===== src/rtl/pwm10_pkg.sv =====
// pwm10_pkg: shared widths and the prescale decode for the split-register PWM.
// Assumes the prescale divisor grows by a constant power of two per select code
// and saturates at MAX_CODE.
package pwm10_pkg;

    localparam int TMR_W     = 8;                    // period timer width
    localparam int SUB_W     = 2;                    // sub-count below the timer
    localparam int SEL_W     = 2;                    // prescale select width
    localparam int DIV_SHIFT = 2;                    // log2 of divisor step per code
    localparam int MAX_CODE  = 2;                    // codes above this saturate
    localparam int PCNT_W    = DIV_SHIFT * MAX_CODE; // prescale counter width
    localparam int DUTY_W    = TMR_W + SUB_W;        // full compare width

    // Terminal count of the prescale counter for a given select code.
    function automatic logic [PCNT_W-1:0] presc_last(input logic [SEL_W-1:0] code);
        int eff;
        eff = (int'(code) > MAX_CODE) ? MAX_CODE : int'(code);
        return PCNT_W'((1 << (DIV_SHIFT * eff)) - 1);
    endfunction

endpackage


===== src/rtl/pwm10_prescaler.sv =====
// pwm10_prescaler: divides the input clock by the divisor picked by sel and
// emits a one-cycle tick at the end of each divided interval.
// Assumes sel may change at any time; a counter already past the new terminal
// count ends its interval on the next cycle.
module pwm10_prescaler
    import pwm10_pkg::*;
#(
    parameter int SW = SEL_W,
    parameter int CW = PCNT_W
) (
    input  logic          clk,
    input  logic          rst_n,
    input  logic [SW-1:0] sel,
    output logic          tick
);

    logic [CW-1:0] pcnt;
    logic [CW-1:0] last;

    // Decode the terminal count for the current select code.
    always_comb begin
        last = CW'(presc_last(SEL_W'(sel)));
        tick = (pcnt >= last);
    end

    // Count input clocks and restart after each tick.
    always_ff @(posedge clk) begin
        if (!rst_n)     pcnt <= '0;
        else if (tick)  pcnt <= '0;
        else            pcnt <= pcnt + 1'b1;
    end


    prescale_restart_chk: assert property (@(posedge clk) disable iff (!rst_n)
        tick |=> (pcnt == '0));


    prescale_gap_chk: assert property (@(posedge clk) disable iff (!rst_n)
        (!tick && $stable(sel)) |=> (pcnt == $past(pcnt) + 1'b1));

endmodule


===== src/rtl/pwm10_timebase.sv =====
// pwm10_timebase: the 8-bit period timer with a 2-bit sub-count below it.
// The sub-count advances on each prescale tick and the timer advances when the
// sub-count wraps. The timer returns to zero after reaching the period value,
// or at once if the period was lowered below it.
module pwm10_timebase #(
    parameter int TW = 8,
    parameter int SW = 2
) (
    input  logic          clk,
    input  logic          rst_n,
    input  logic          tick,
    input  logic [TW-1:0] period,
    output logic [TW-1:0] timer,
    output logic [SW-1:0] sub,
    output logic          rollover
);

    localparam logic [SW-1:0] SUB_LAST = '1;

    logic sub_wrap;
    logic rst_seen;

    // Flag the cycle where the timer wraps back to the period start.
    always_comb begin
        sub_wrap = tick && (sub == SUB_LAST);
        rollover = sub_wrap && (timer >= period);
    end

    // Advance the sub-count on every prescale tick.
    always_ff @(posedge clk) begin
        if (!rst_n)     sub <= '0;
        else if (tick)  sub <= sub + 1'b1;
    end

    // Advance the timer on each sub-count wrap and clear it at the period end.
    always_ff @(posedge clk) begin
        if (!rst_n)         timer <= '0;
        else if (rollover)  timer <= '0;
        else if (sub_wrap)  timer <= timer + 1'b1;
    end

    // Remember that at least one active clock has passed since reset.
    always_ff @(posedge clk) begin
        if (!rst_n) rst_seen <= 1'b0;
        else        rst_seen <= 1'b1;
    end


    counts_cleared_chk: assert property (@(posedge clk) disable iff (!rst_n)
        !rst_seen |-> (timer == '0 && sub == '0));


    wrap_to_zero_chk: assert property (@(posedge clk) disable iff (!rst_n)
        rollover |=> (timer == '0 && sub == '0));


    hold_between_ticks_chk: assert property (@(posedge clk) disable iff (!rst_n)
        !tick |=> ($stable(timer) && $stable(sub)));

endmodule


===== src/rtl/pwm10_regfile.sv =====
// pwm10_regfile: the written configuration and the active duty latch.
// Period and prescale select apply on write. The duty upper byte and low field
// are holding registers. Their concatenation is copied into the active duty
// value only on a timer rollover.
module pwm10_regfile #(
    parameter int TW = 8,
    parameter int SW = 2,
    parameter int PW = 2
) (
    input  logic             clk,
    input  logic             rst_n,
    input  logic             wr_period,
    input  logic [TW-1:0]    period_din,
    input  logic             wr_duty_hi,
    input  logic [TW-1:0]    duty_hi_din,
    input  logic             wr_duty_lo,
    input  logic [SW-1:0]    duty_lo_din,
    input  logic             wr_presc,
    input  logic [PW-1:0]    presc_din,
    input  logic             rollover,
    output logic [TW-1:0]    period_q,
    output logic [PW-1:0]    presc_q,
    output logic [TW+SW-1:0] duty_act
);

    logic [TW-1:0] duty_hi_q;
    logic [SW-1:0] duty_lo_q;

    // Store the period register on write.
    always_ff @(posedge clk) begin
        if (!rst_n)         period_q <= '0;
        else if (wr_period) period_q <= period_din;
    end

    // Store the prescale select on write.
    always_ff @(posedge clk) begin
        if (!rst_n)        presc_q <= '0;
        else if (wr_presc) presc_q <= presc_din;
    end

    // Store the duty upper byte on write; it never changes by itself.
    always_ff @(posedge clk) begin
        if (!rst_n)          duty_hi_q <= '0;
        else if (wr_duty_hi) duty_hi_q <= duty_hi_din;
    end

    // Store the duty low field on write; it never changes by itself.
    always_ff @(posedge clk) begin
        if (!rst_n)          duty_lo_q <= '0;
        else if (wr_duty_lo) duty_lo_q <= duty_lo_din;
    end

    // Latch the combined duty value at the start of each period.
    always_ff @(posedge clk) begin
        if (!rst_n)        duty_act <= '0;
        else if (rollover) duty_act <= {duty_hi_q, duty_lo_q};
    end


    hi_hold_chk: assert property (@(posedge clk) disable iff (!rst_n)
        !wr_duty_hi |=> $stable(duty_hi_q));


    lo_hold_chk: assert property (@(posedge clk) disable iff (!rst_n)
        !wr_duty_lo |=> $stable(duty_lo_q));


    act_only_at_wrap_chk: assert property (@(posedge clk) disable iff (!rst_n)
        !rollover |=> $stable(duty_act));


    act_from_parts_chk: assert property (@(posedge clk) disable iff (!rst_n)
        (rollover && !wr_duty_hi && !wr_duty_lo) |=>
            (duty_act[TW+SW-1:SW] == duty_hi_q && duty_act[SW-1:0] == duty_lo_q));

endmodule


===== src/rtl/pwm10_split.sv =====
// pwm10_split: PWM generator with an 8-bit period, selectable prescale and a
// 10-bit duty value written as an upper byte and a low field.
// Assumes synchronous active-low reset and one-cycle write strobes. The output
// is high while the running count {timer, sub} is below the active duty value.
module pwm10_split
    import pwm10_pkg::*;
#(
    parameter int TW = TMR_W,
    parameter int SW = SUB_W,
    parameter int PW = SEL_W
) (
    input  logic          clk,
    input  logic          rst_n,
    input  logic          wr_period,
    input  logic [TW-1:0] period_din,
    input  logic          wr_duty_hi,
    input  logic [TW-1:0] duty_hi_din,
    input  logic          wr_duty_lo,
    input  logic [SW-1:0] duty_lo_din,
    input  logic          wr_presc,
    input  logic [PW-1:0] presc_din,
    output logic          pwm_out
);

    localparam int CW = TW + SW;

    logic          tick;
    logic          rollover;
    logic [TW-1:0] timer;
    logic [SW-1:0] sub;
    logic [TW-1:0] period_q;
    logic [PW-1:0] presc_q;
    logic [CW-1:0] duty_act;
    logic [CW-1:0] run_cnt;
    logic [CW:0]   full_cnt;

    pwm10_prescaler #(.SW(PW), .CW(PCNT_W)) i_presc (
        .clk   (clk),
        .rst_n (rst_n),
        .sel   (presc_q),
        .tick  (tick)
    );

    pwm10_timebase #(.TW(TW), .SW(SW)) i_tbase (
        .clk      (clk),
        .rst_n    (rst_n),
        .tick     (tick),
        .period   (period_q),
        .timer    (timer),
        .sub      (sub),
        .rollover (rollover)
    );

    pwm10_regfile #(.TW(TW), .SW(SW), .PW(PW)) i_regs (
        .clk         (clk),
        .rst_n       (rst_n),
        .wr_period   (wr_period),
        .period_din  (period_din),
        .wr_duty_hi  (wr_duty_hi),
        .duty_hi_din (duty_hi_din),
        .wr_duty_lo  (wr_duty_lo),
        .duty_lo_din (duty_lo_din),
        .wr_presc    (wr_presc),
        .presc_din   (presc_din),
        .rollover    (rollover),
        .period_q    (period_q),
        .presc_q     (presc_q),
        .duty_act    (duty_act)
    );

    // Compare the fine-resolution running count with the active duty value.
    always_comb begin
        run_cnt  = {timer, sub};
        full_cnt = {1'b0, period_q, {SW{1'b1}}} + 1'b1;
        pwm_out  = (run_cnt < duty_act);
    end


    zero_duty_low_chk: assert property (@(posedge clk) disable iff (!rst_n)
        (duty_act == '0) |-> !pwm_out);


    period_start_high_chk: assert property (@(posedge clk) disable iff (!rst_n)
        (timer == '0 && sub == '0 && duty_act != '0) |-> pwm_out);


    full_duty_high_chk: assert property (@(posedge clk) disable iff (!rst_n)
        ({1'b0, duty_act} >= full_cnt && timer <= period_q) |-> pwm_out);


    drop_at_match_chk: assert property (@(posedge clk) disable iff (!rst_n)
        (run_cnt == duty_act) |-> !pwm_out);

endmodule


===== config.mk =====
export PLATFORM = sky130hd
export DESIGN_NAME = pwm10_split
export DESIGN_NICKNAME = d
export VERILOG_FILES = /design/src/rtl/pwm10_pkg.sv /design/src/rtl/pwm10_prescaler.sv /design/src/rtl/pwm10_timebase.sv /design/src/rtl/pwm10_regfile.sv /design/src/rtl/pwm10_split.sv
export SDC_FILE = /design/constraint.sdc
export NUM_CORES = 1
export LEC_CHECK = 0
export BUFFER_PORTS_ARGS = -buffer_cell sky130_fd_sc_hd__buf_2
export CORE_MARGIN = 1
export CORE_UTILIZATION = 45
export CTS_BUF_LIST = sky130_fd_sc_hd__clkbuf_16
export DETAILED_ROUTE_END_ITERATION = 6
export PLACE_DENSITY_LB_ADDON = 0.05
export SETUP_SLACK_MARGIN = 0.05
export SYNTH_ARGS = -nofsm -noshare
export SYNTH_HDL_FRONTEND = slang
export SYNTH_HIERARCHICAL = 1
export SYNTH_SLANG_ARGS = --single-unit
export TNS_END_PERCENT = 100

===== constraint.sdc =====
create_clock -name clk -period 7.3 [get_ports clk]
set_clock_uncertainty 0.2 [all_clocks]
set_input_delay 0.365 -clock clk [delete_from_list [all_inputs] [get_ports clk]]
set_output_delay 0.365 -clock clk [all_outputs]
set_load 0.1 [all_outputs]

# After elaboration in Yosys (flattened, before gate mapping)
# Cells that the tools add are included.
[op_classes]
addsub = 4
n_lt_le_gt_ge = 4
n_eq_ne = 1
shift = 1
muxes = 1
n_bitwise = 1
reduce_logical = 4
[ops]
columns = ["cell", "count"]
rows = [
  ["$shl A1 B32 Y4 const A", 1],
  ["$lt A10 B10 Y1", 1],
  ["$add A8 B1 Y8 const B", 1],
  ["$ge A8 B8 Y1", 1],
  ["$add A4 B1 Y4 const B", 1],
  ["$ge A4 B4 Y1", 1],
  ["$reduce_or A2 Y1", 2],
  ["$sub A4 B2 Y4 const B", 1],
  ["$add A2 B1 Y2 const B", 1],
  ["$eq A2 B2 Y1 const B", 1],
  ["$gt A2 B2 Y1 const B", 1],
  ["$logic_and A1 B1 Y1", 2],
  ["$mux W2", 1],
  ["$not A1 Y1", 1],
]
[word_totals]
ff_bits = 44
inputBits = 26
out_inout_bits = 1
word_cells = 24

# Longest topological paths before layout
# Gate-level depths: netlist of run 1.
[logic_depth]
ltp_word = 8
ltp_mapped = 13
ltp_nobuf = 11

# Cells and area by module
# The synthesis of run 1 kept the hierarchy.
[modules_own_cells]
columns = ["module", "instances", "cells_each", "area_per_inst_um2", "seq_area_each_um2"]
rows = [
  ["pwm10_regfile", 1, 96, 1133.6, 600.6],
  ["pwm10_timebase", 1, 70, 688.2, 200.2],
  ["pwm10_prescaler", 1, 28, 262.8, 80.1],
  ["pwm10_split", 1, 32, 235.2, 0.0],
]

# Least setup slack after synthesis of run 1
# No wires, ideal clock.
[synth_timing]
path_type = "reg-to-output"
startpoint = "register i_tbase.timer[2]"
endpoint = "output port pwm_out"
t_arrival_ns = 2.444
t_required_ns = 6.735
setup_slack_ns = 4.291
stages_incl_launch_ff = 6
path_buffers = 0
cell_sequence = "dfxtp_1 ha_1 a21oi_1 nand2_1 o2bb2ai_1 a21oi_1"
[synth_via]
elab_chain_cells = 1
[synth_rtl]
columns = ["element", "line", "source"]
rows = [
  ["from (decl)", "pwm10_timebase.sv:13", "output logic [TW-1:0] timer,"],
  ["from (signal assigned)", "pwm10_timebase.sv:39", "else if (sub_wrap) timer <= timer + 1'b1;"],
  ["$lt A10 B10 Y1", "pwm10_split.sv:75", "pwm_out = (run_cnt < duty_act);"],
  ["to (decl)", "pwm10_split.sv:22", "output logic pwm_out"],
]
# Every way passes these cells.

# Final worst setup path of run 1
[layout_timing]
startpoint = "register i_regs.presc_q[1]"
endpoint = "register i_regs.duty_act[1]"
[layout_via]
elab_chain_cells = 7
[layout_rtl]
columns = ["element", "line", "source"]
rows = [
  ["from (decl)", "pwm10_regfile.sv:22", "output logic [PW-1:0] presc_q,"],
  ["from (signal assigned)", "pwm10_regfile.sv:38", "else if (wr_presc) presc_q <= presc_din;"],
  ["$gt A2 B2 Y1", "pwm10_pkg.sv:17", "eff = (int'(code) > MAX_CODE) ? MAX_CODE : int'(code);"],
  ["$mux W2 (*)", "pwm10_pkg.sv:17", ""],
  ["$shl A1 B32 Y4 (*)", "pwm10_pkg.sv:18", "return PCNT_W'((1 << (DIV_SHIFT * eff)) - 1);"],
  ["$sub A4 B2 Y4 (*)", "pwm10_pkg.sv:18", ""],
  ["$ge A4 B4 Y1 (*)", "pwm10_prescaler.sv:23", "tick = (pcnt >= last);"],
  ["named net tick", "pwm10_split.sv:27", "logic tick;"],
  ["$logic_and A1 B1 Y1 (*)", "pwm10_timebase.sv:25", "sub_wrap = tick && (sub == SUB_LAST);"],
  ["$logic_and A1 B1 Y1 (*)", "pwm10_timebase.sv:26", "rollover = sub_wrap && (timer >= period);"],
  ["named net rollover", "pwm10_split.sv:28", "logic rollover;"],
  ["to (signal assigned)", "pwm10_regfile.sv:56", "else if (rollover) duty_act <= {duty_hi_q, duty_lo_q};"],
  ["to (decl)", "pwm10_regfile.sv:23", "output logic [TW+SW-1:0] duty_act"],
]
# Mark *: on every way through the listed nets, which the timed path passes. The rest lies on a longest branch.
# A chain may end at the register's enable or synchronous reset.

==> metrics.txt, run 1 <==
global placer's final weighted congestion between 0.7 and 0.8; H-Tree Depth 2; share of synthesized cell area in and, or, nand and nor gates 17.0%; most frequent CP cell ha_1; Starting Density 47.8%; ANT cells 0; Layout Utilization 54.7%; Post-Syn Instances 226; Clk pin slew, worst setup/hold paths 60 ps; sequential element share of the synthesized area a little under two fifths; Layout area overhead 14.3%; hold slack around 140 ps; mapped cell area around 2300 µm²; Hold WC Path Type input port to flip-flop; outcome finished, final reports clean; worst skew pair latency between 200 and 300 ps; P_leak ~1.1 nW; pwr/cell area 224 nW/µm²; synthesized area per cell roughly 10 µm²; Layout Nets 304; CTS tree done; Die ar. 5450 µm²; commonest non-fill, non-tap cell in the layout dfxtp_1; Synth Register Bits 44; leading cell types in the layout, fill and taps excluded dfxtp_1, mux2i_1, nor2b_1; Netlist cell types 36; first-pass GRT wire length around 6200 µm; Via density 4.72; slowest CP cell o21ai_0; First DRT Iteration DRCs 37; vias in the first global route around 1400; WS Path Type flip-flop to flip-flop; post-synthesis mux area share 13.4%; largest net degree at the start of global routing 35; ANT nets after route 0; CP peak stage delay 480 ps; largest family of logic cells by synthesized area simple AND/OR/NAND/NOR gates; fmax 0.303 GHz; WL/cell 11.4 µm; ranking of synthesized cells by area dfxtp_1, ha_1, mux2i_1; Post-CTS Hold Fix Bufs 0; IO Count 27; critical path, cell by cell or2_2, ha_1, ha_1, o211ai_1, o21ai_0, and2_1, o2111ai_4, o22ai_1, buf_4, mux2i_1, nor2b_1; WL final 3650 µm; via count 1515; area leader, netlist dfxtp_1; Final Setup Violations 0; Synth Area in Adders 13.5%; Worst Tran Pin Value between 500 and 600 ps; CP startpoint kind flip-flop; post-synthesis compound-gate area fraction 8.58%; Core Rows 25; core footprint between 4000 and 5000 µm²; Req. time, crit path 7280 ps; Num CTS Buffers 5; Total GRT Usage 15.3%; total power 0.594 mW; share of the synthesized area in the top cell type 38.0%; IO Port Bufs 26; Max FO, Critical Path 10; net count after synthesis around 280; TritonCTS Sinks between 40 and 50; Place WS 4000 ps; share of cells above drive strength 1 17.7%; drt pass-1 iters 4; DRC violations left 0; unrepaired setup endpoints after global routing false; Synthesis Warnings 6; Max clock buf depth 2; Hold Vio Cnt, Final 0; slew margin rel. 61.7%; total grt overflow 0; final setup margin 4000 ps; postcts setup bufs 0; post-cts resize count 0; post-detail-place hpwl roughly 2700 µm; CTS root buf clkbuf_16; antenna violations before repair 0; Die Span Y approximately 74 µm; Tmin final 3300 ps; VDD IR-drop max 0.125 mV; post-synthesis xor/xnor area fraction 3.78%; Max Cap Viol 0; Die X 73.8 µm; final max-slew violation count 0; Final period util between 40% and 50%; Crit. End Element flip-flop; CP arrival 3280 ps; TNS Setup 0 ps
## final cells by class
class | instances | area, µm²
fill | 470 | 2200
multi-input combinational | 154 | 1300
sequential | 44 | 881
timing repair buffer | 27 | 138
clock buffer | 5 | 125
tap | 67 | 83.8
inverter | 21 | 78.8
clock inverter | 3 | 42.5
## state kept, by name, summed over array words and instances, names as in the netlist
name	flops
i_regs/duty_lo_q	2
i_presc/pcnt	4
i_regs/period_q	8
i_regs/duty_act	10
i_regs/presc_q	2
i_tbase/timer	8
i_tbase/sub	2
i_regs/duty_hi_q	8
## report_power, final
part           internal [mW]  leakage [nW]  switching [mW]  total (mW)
clock                  0.161        0.0814          0.0909       0.252
sequential             0.253         0.359         0.00937       0.263
combinational         0.0369         0.668          0.0432      0.0800
## stage by stage
| stage | instance area, µm² | std cells |
|---|---|---|
| 2_1_floorplan | 2320 | 226 |
| 3_3_place_gp | 2480 | 313 |
| 3_5_place_dp | 2480 | 313 |
| 4_1_cts | 2650 | 321 |
| 5_1_grt | 2650 | 321 |
| 6_report | 2650 | 321 |
## synth_stat cells, drive strengths merged
master	instances
buf	4
xnor2	2
a21oi	6
a21o	1
nor2	13
a211oi	1
and3	2
nand2b	2
o22ai	1
ha	25
a41oi	1
mux2i	31
nor2b	31
o211ai	2
o2bb2ai	1
a221oi	1
xor2	8
o221ai	1
and4	1
nand2	8
nor3b	2
clkbuf	3
nand3	2
o21a	1
inv	21
nand4	4
o2111ai	1
and2	2
o21ai	3
dfxtp	44
or2	1
## routing by layer
metal	wire length [µm]	GRT usage, %
met1	1950	20.7
met2	1550	22.4
met3	87	3.70
met4	56	7.69
met5	0	0
## critical path, delay by kind of cell (launching register included)
kind / cells / cell delay (ps)
and+or+nand+nor: 3 / 740
AOI/OAI and AO/OA: 4 / 940
muxes: 1 / 200
buffers and inverters: 1 / 240
adders and majority gates: 2 / 550
DFF: 1 / 310
## worst paths after layout
kind                                        start                 end  slack (ps)  cells past startpoint
worst max register to register  i_regs/presc_q[1]  i_regs/duty_act[1]        4000                     11
worst max-delay path            i_regs/presc_q[1]  i_regs/duty_act[1]        4000                     11
worst min register to register    i_presc/pcnt[0]     i_presc/pcnt[0]         270                      1
worst min-delay path                period_din[1]  i_regs/period_q[1]         140                      3
## cell families after synthesis
group           count (synthesis)
xor+xnor                       10
simple gates                   68
flops                          44
buf+inv                        28
fa+ha+maj                      25
compound gates                 20
mux                            31
(Power assumes the default switching activity.)
==> inputs of run 2 (changes only) <==
--- a/config.mk
+++ b/config.mk
@@ -5,6 +5,7 @@
 export SDC_FILE = /design/constraint.sdc
 export NUM_CORES = 1
 export LEC_CHECK = 0
+export ABC_AREA = 1
 export BUFFER_PORTS_ARGS = -buffer_cell sky130_fd_sc_hd__buf_2
 export CORE_MARGIN = 1
 export CORE_UTILIZATION = 45
==> constraint.sdc (replaced) <==
create_clock -name clk -period 3.45 [get_ports clk]
set_clock_uncertainty 0.2 [all_clocks]
set_input_delay 0.1725 -clock clk [delete_from_list [all_inputs] [get_ports clk]]
set_output_delay 0.1725 -clock clk [all_outputs]
set_load 0.1 [all_outputs]
==> metrics.txt, run 2 <==
outcome finished, final reports clean; unrepaired setup endpoints after global routing false; Hold WC Path Type input port to flip-flop; Clk pin slew, worst setup/hold paths 60 ps (about the same); CP peak stage delay 460 ps (-20 ps); share of the synthesized area in the top cell type 35.2% (-2.8 points); TNS Setup 0 ps (unchanged); largest net degree at the start of global routing 35 (unchanged); synthesized area per cell 6.80 µm² (-34%); mapped cell area 2500 µm² (+7.9%); ANT cells 0 (unchanged); Die Span Y 76.6 µm (+3.8%); Post-synth EDFFs 0 (unchanged); most flop-heavy register i_regs/duty_act; final max-slew violation count 0 (unchanged); Total GRT Usage 17.0% (+1.8 points); core footprint 5240 µm² (+8.0%); H-Tree Depth 2 (unchanged); final setup margin 645 ps (-3350 ps); CTS root buf clkbuf_16; Final period util 81.3% (+36 points); CP bufs+invs 4 (+3); Die ar. 5860 µm² (+7.7%); number of instances in the placed design 455 (+45%); IO Port Bufs 26 (unchanged); first-pass GRT wire length 7990 µm (+29%); Layout Nets 465 (+53%); vias in the first global route 1940 (+39%); CP top delay family simple AND/OR/NAND/NOR gates; most common cell in the netlist nand2_1; Max Cap Viol 0 (unchanged); P_leak 1.60 nW (+45%); First DRT Iteration DRCs 58 (+57%); net count after synthesis 419 (+51%); Reg2Reg Setup Slack 650 ps (-3350 ps); post-detail-place hpwl 2880 µm (+6.3%); postcts setup bufs 0 (unchanged); WL final 4230 µm (+16%); ANT nets after route 0 (unchanged); Place WS 663 ps (-3330 ps); top cells by count, synth nand2_1, nor2_1, inv_1; slowest CP cell inv_1; commonest non-fill, non-tap cell in the layout nand2_1; Synthesis Warnings 6 (unchanged); antenna violations before repair 0 (unchanged); max FFs per register 10 (unchanged); Req. time, crit path 3420 ps (-3860 ps); Num CTS Buffers 5 (unchanged); Synth Register Bits 44 (unchanged); area leader, netlist dfxtp_1; IO Count 27 (unchanged); post-cts resize count 0 (unchanged); most frequent CP cell nand2_1; Hold Vio Cnt, Final 0 (unchanged); pwr/cell area 461 nW/µm² (+110%); CP arrival 2780 ps (-500 ps); Non-Filler Instances 485 (+51%); Max clock buf depth 2 (unchanged); ranking of synthesized cells by area dfxtp_1, nand2_1, nor2_1; Max FO, Critical Path 20 (+10); global placer's final weighted congestion 0.729 (-0.80%); final instance area 3020 µm² (+14%); drt pass-1 iters 4 (unchanged); WL/cell 8.72 µm (-23%); hold slack 83.5 ps (-53.2 ps); Die X 76.6 µm (+3.8%); leading cell types in the layout, fill and taps excluded nand2_1, nor2_1, inv_1; VDD IR-drop max 0.357 mV (+180%); Crit. End Element flip-flop; Layout area overhead 20.8%; CTS tree done; TritonCTS Sinks 44 (unchanged); Post-Syn Instances 368 (+63%); DRC violations left 0 (unchanged); total grt overflow 0 (unchanged); share of cells above drive strength 1 12.0% (-5.7 points); via count 2039 (+35%); Post-synth top flop dfxtp_1; Core Rows 26 (+4.0%); critical path, cell by cell nor2_1, inv_1, ha_1, ha_1, nand2_1, inv_2, nand2_1, nand3_1, nand2_4, inv_1, nand2_1, inv_1, nand2_1, nand2_1, nor2_1; Final Setup Violations 0 (unchanged); Via density 4.20 (-11%); CP startpoint kind flip-flop; fraction of registers with async set/reset 0% (unchanged); WS Path Type flip-flop to flip-flop; Netlist cell types 24 (-33%); Starting Density 47.8% (-0.067 points); worst skew pair latency 280 ps (about the same); fmax 0.357 GHz (+18%); slew margin rel. 56.4% (-5.3 points); Worst Tran Pin Value 654 ps (+84.9 ps); sequential element share of the synthesized area 35.2% (-2.8 points); Placement Cell Area 2630 µm² (+5.9%); Post-CTS Hold Fix Bufs 22 (+22); Tmin final 2800 ps (-497 ps)
[run 2: changes by cell type after synthesis, moves of 3 or more]
cell	change
clkbuf_1	-3
nand2_1	+87
nand3_1	+3
nor2_1	+71
nand2_2	+7
nor2b_1	-31
mux2i_1	-31
inv_1	+49
[run 2: metal layers]
metal	vias up	wire, µm	track usage (%)
li1	1173	-	-
met1	846	2180	20.0
met2	15	1920	29.4
met3	5	63	4.31
met4	0	59	6.92
met5	-	0	0
[run 2: logic make-up (layout without fill, tap and decap cells)]
kind of cell	Yosys count	after routing	share of synthesized area (%)
AND/OR/NAND/NOR	199	199	32.6
buffers and inverters	81	128	14.3
flip-flops	44	44	35.2
adder cells (fa/ha/maj)	25	25	12.5
AO/OA/AOI/OAI	11	11	2.55
XOR/XNOR	8	8	2.80
[run 2: power by group]
group | total, mW | internal, mW | switching (mW)
clock | 0.542 | 0.344 | 0.198
sequential | 0.572 | 0.546 | 0.0260
combinational | 0.282 | 0.106 | 0.176
[run 2: layout make-up]
cell class / instances / area, µm²
clock inverters: 3 / 47.5
clock buffers: 5 / 125
multi-input cells: 243 / 1260
fillers: 521 / 2210
repair buffers: 48 / 350
inverters: 72 / 270
flip-flops and latches: 44 / 881
well taps: 70 / 87.6
[run 2: through the flow]
step / utilization [%] / power, mW
after global routing: 57.7 / 1.49
after CTS: 57.7 / 1.42
final: 57.7 / 1.40
after detailed placement: 50.2 / 0.848
after global placement: 50.2 / 0.845
after floorplan: - / 0.800
[run 2: final timing paths]
path / startpoint / endpoint / cells past startpoint
max: i_regs/presc_q[1] / i_regs/duty_act[9] / 15
min: wr_period / i_regs/period_q[5] / 3
max reg2reg: i_regs/presc_q[1] / i_regs/duty_act[9] / 15
min reg2reg: i_presc/pcnt[0] / i_presc/pcnt[0] / 1
[run 2: tightest hold or removal path: stages]
cell    delay, ps
buf_2         190
nor2_1        110
nor2_1         50
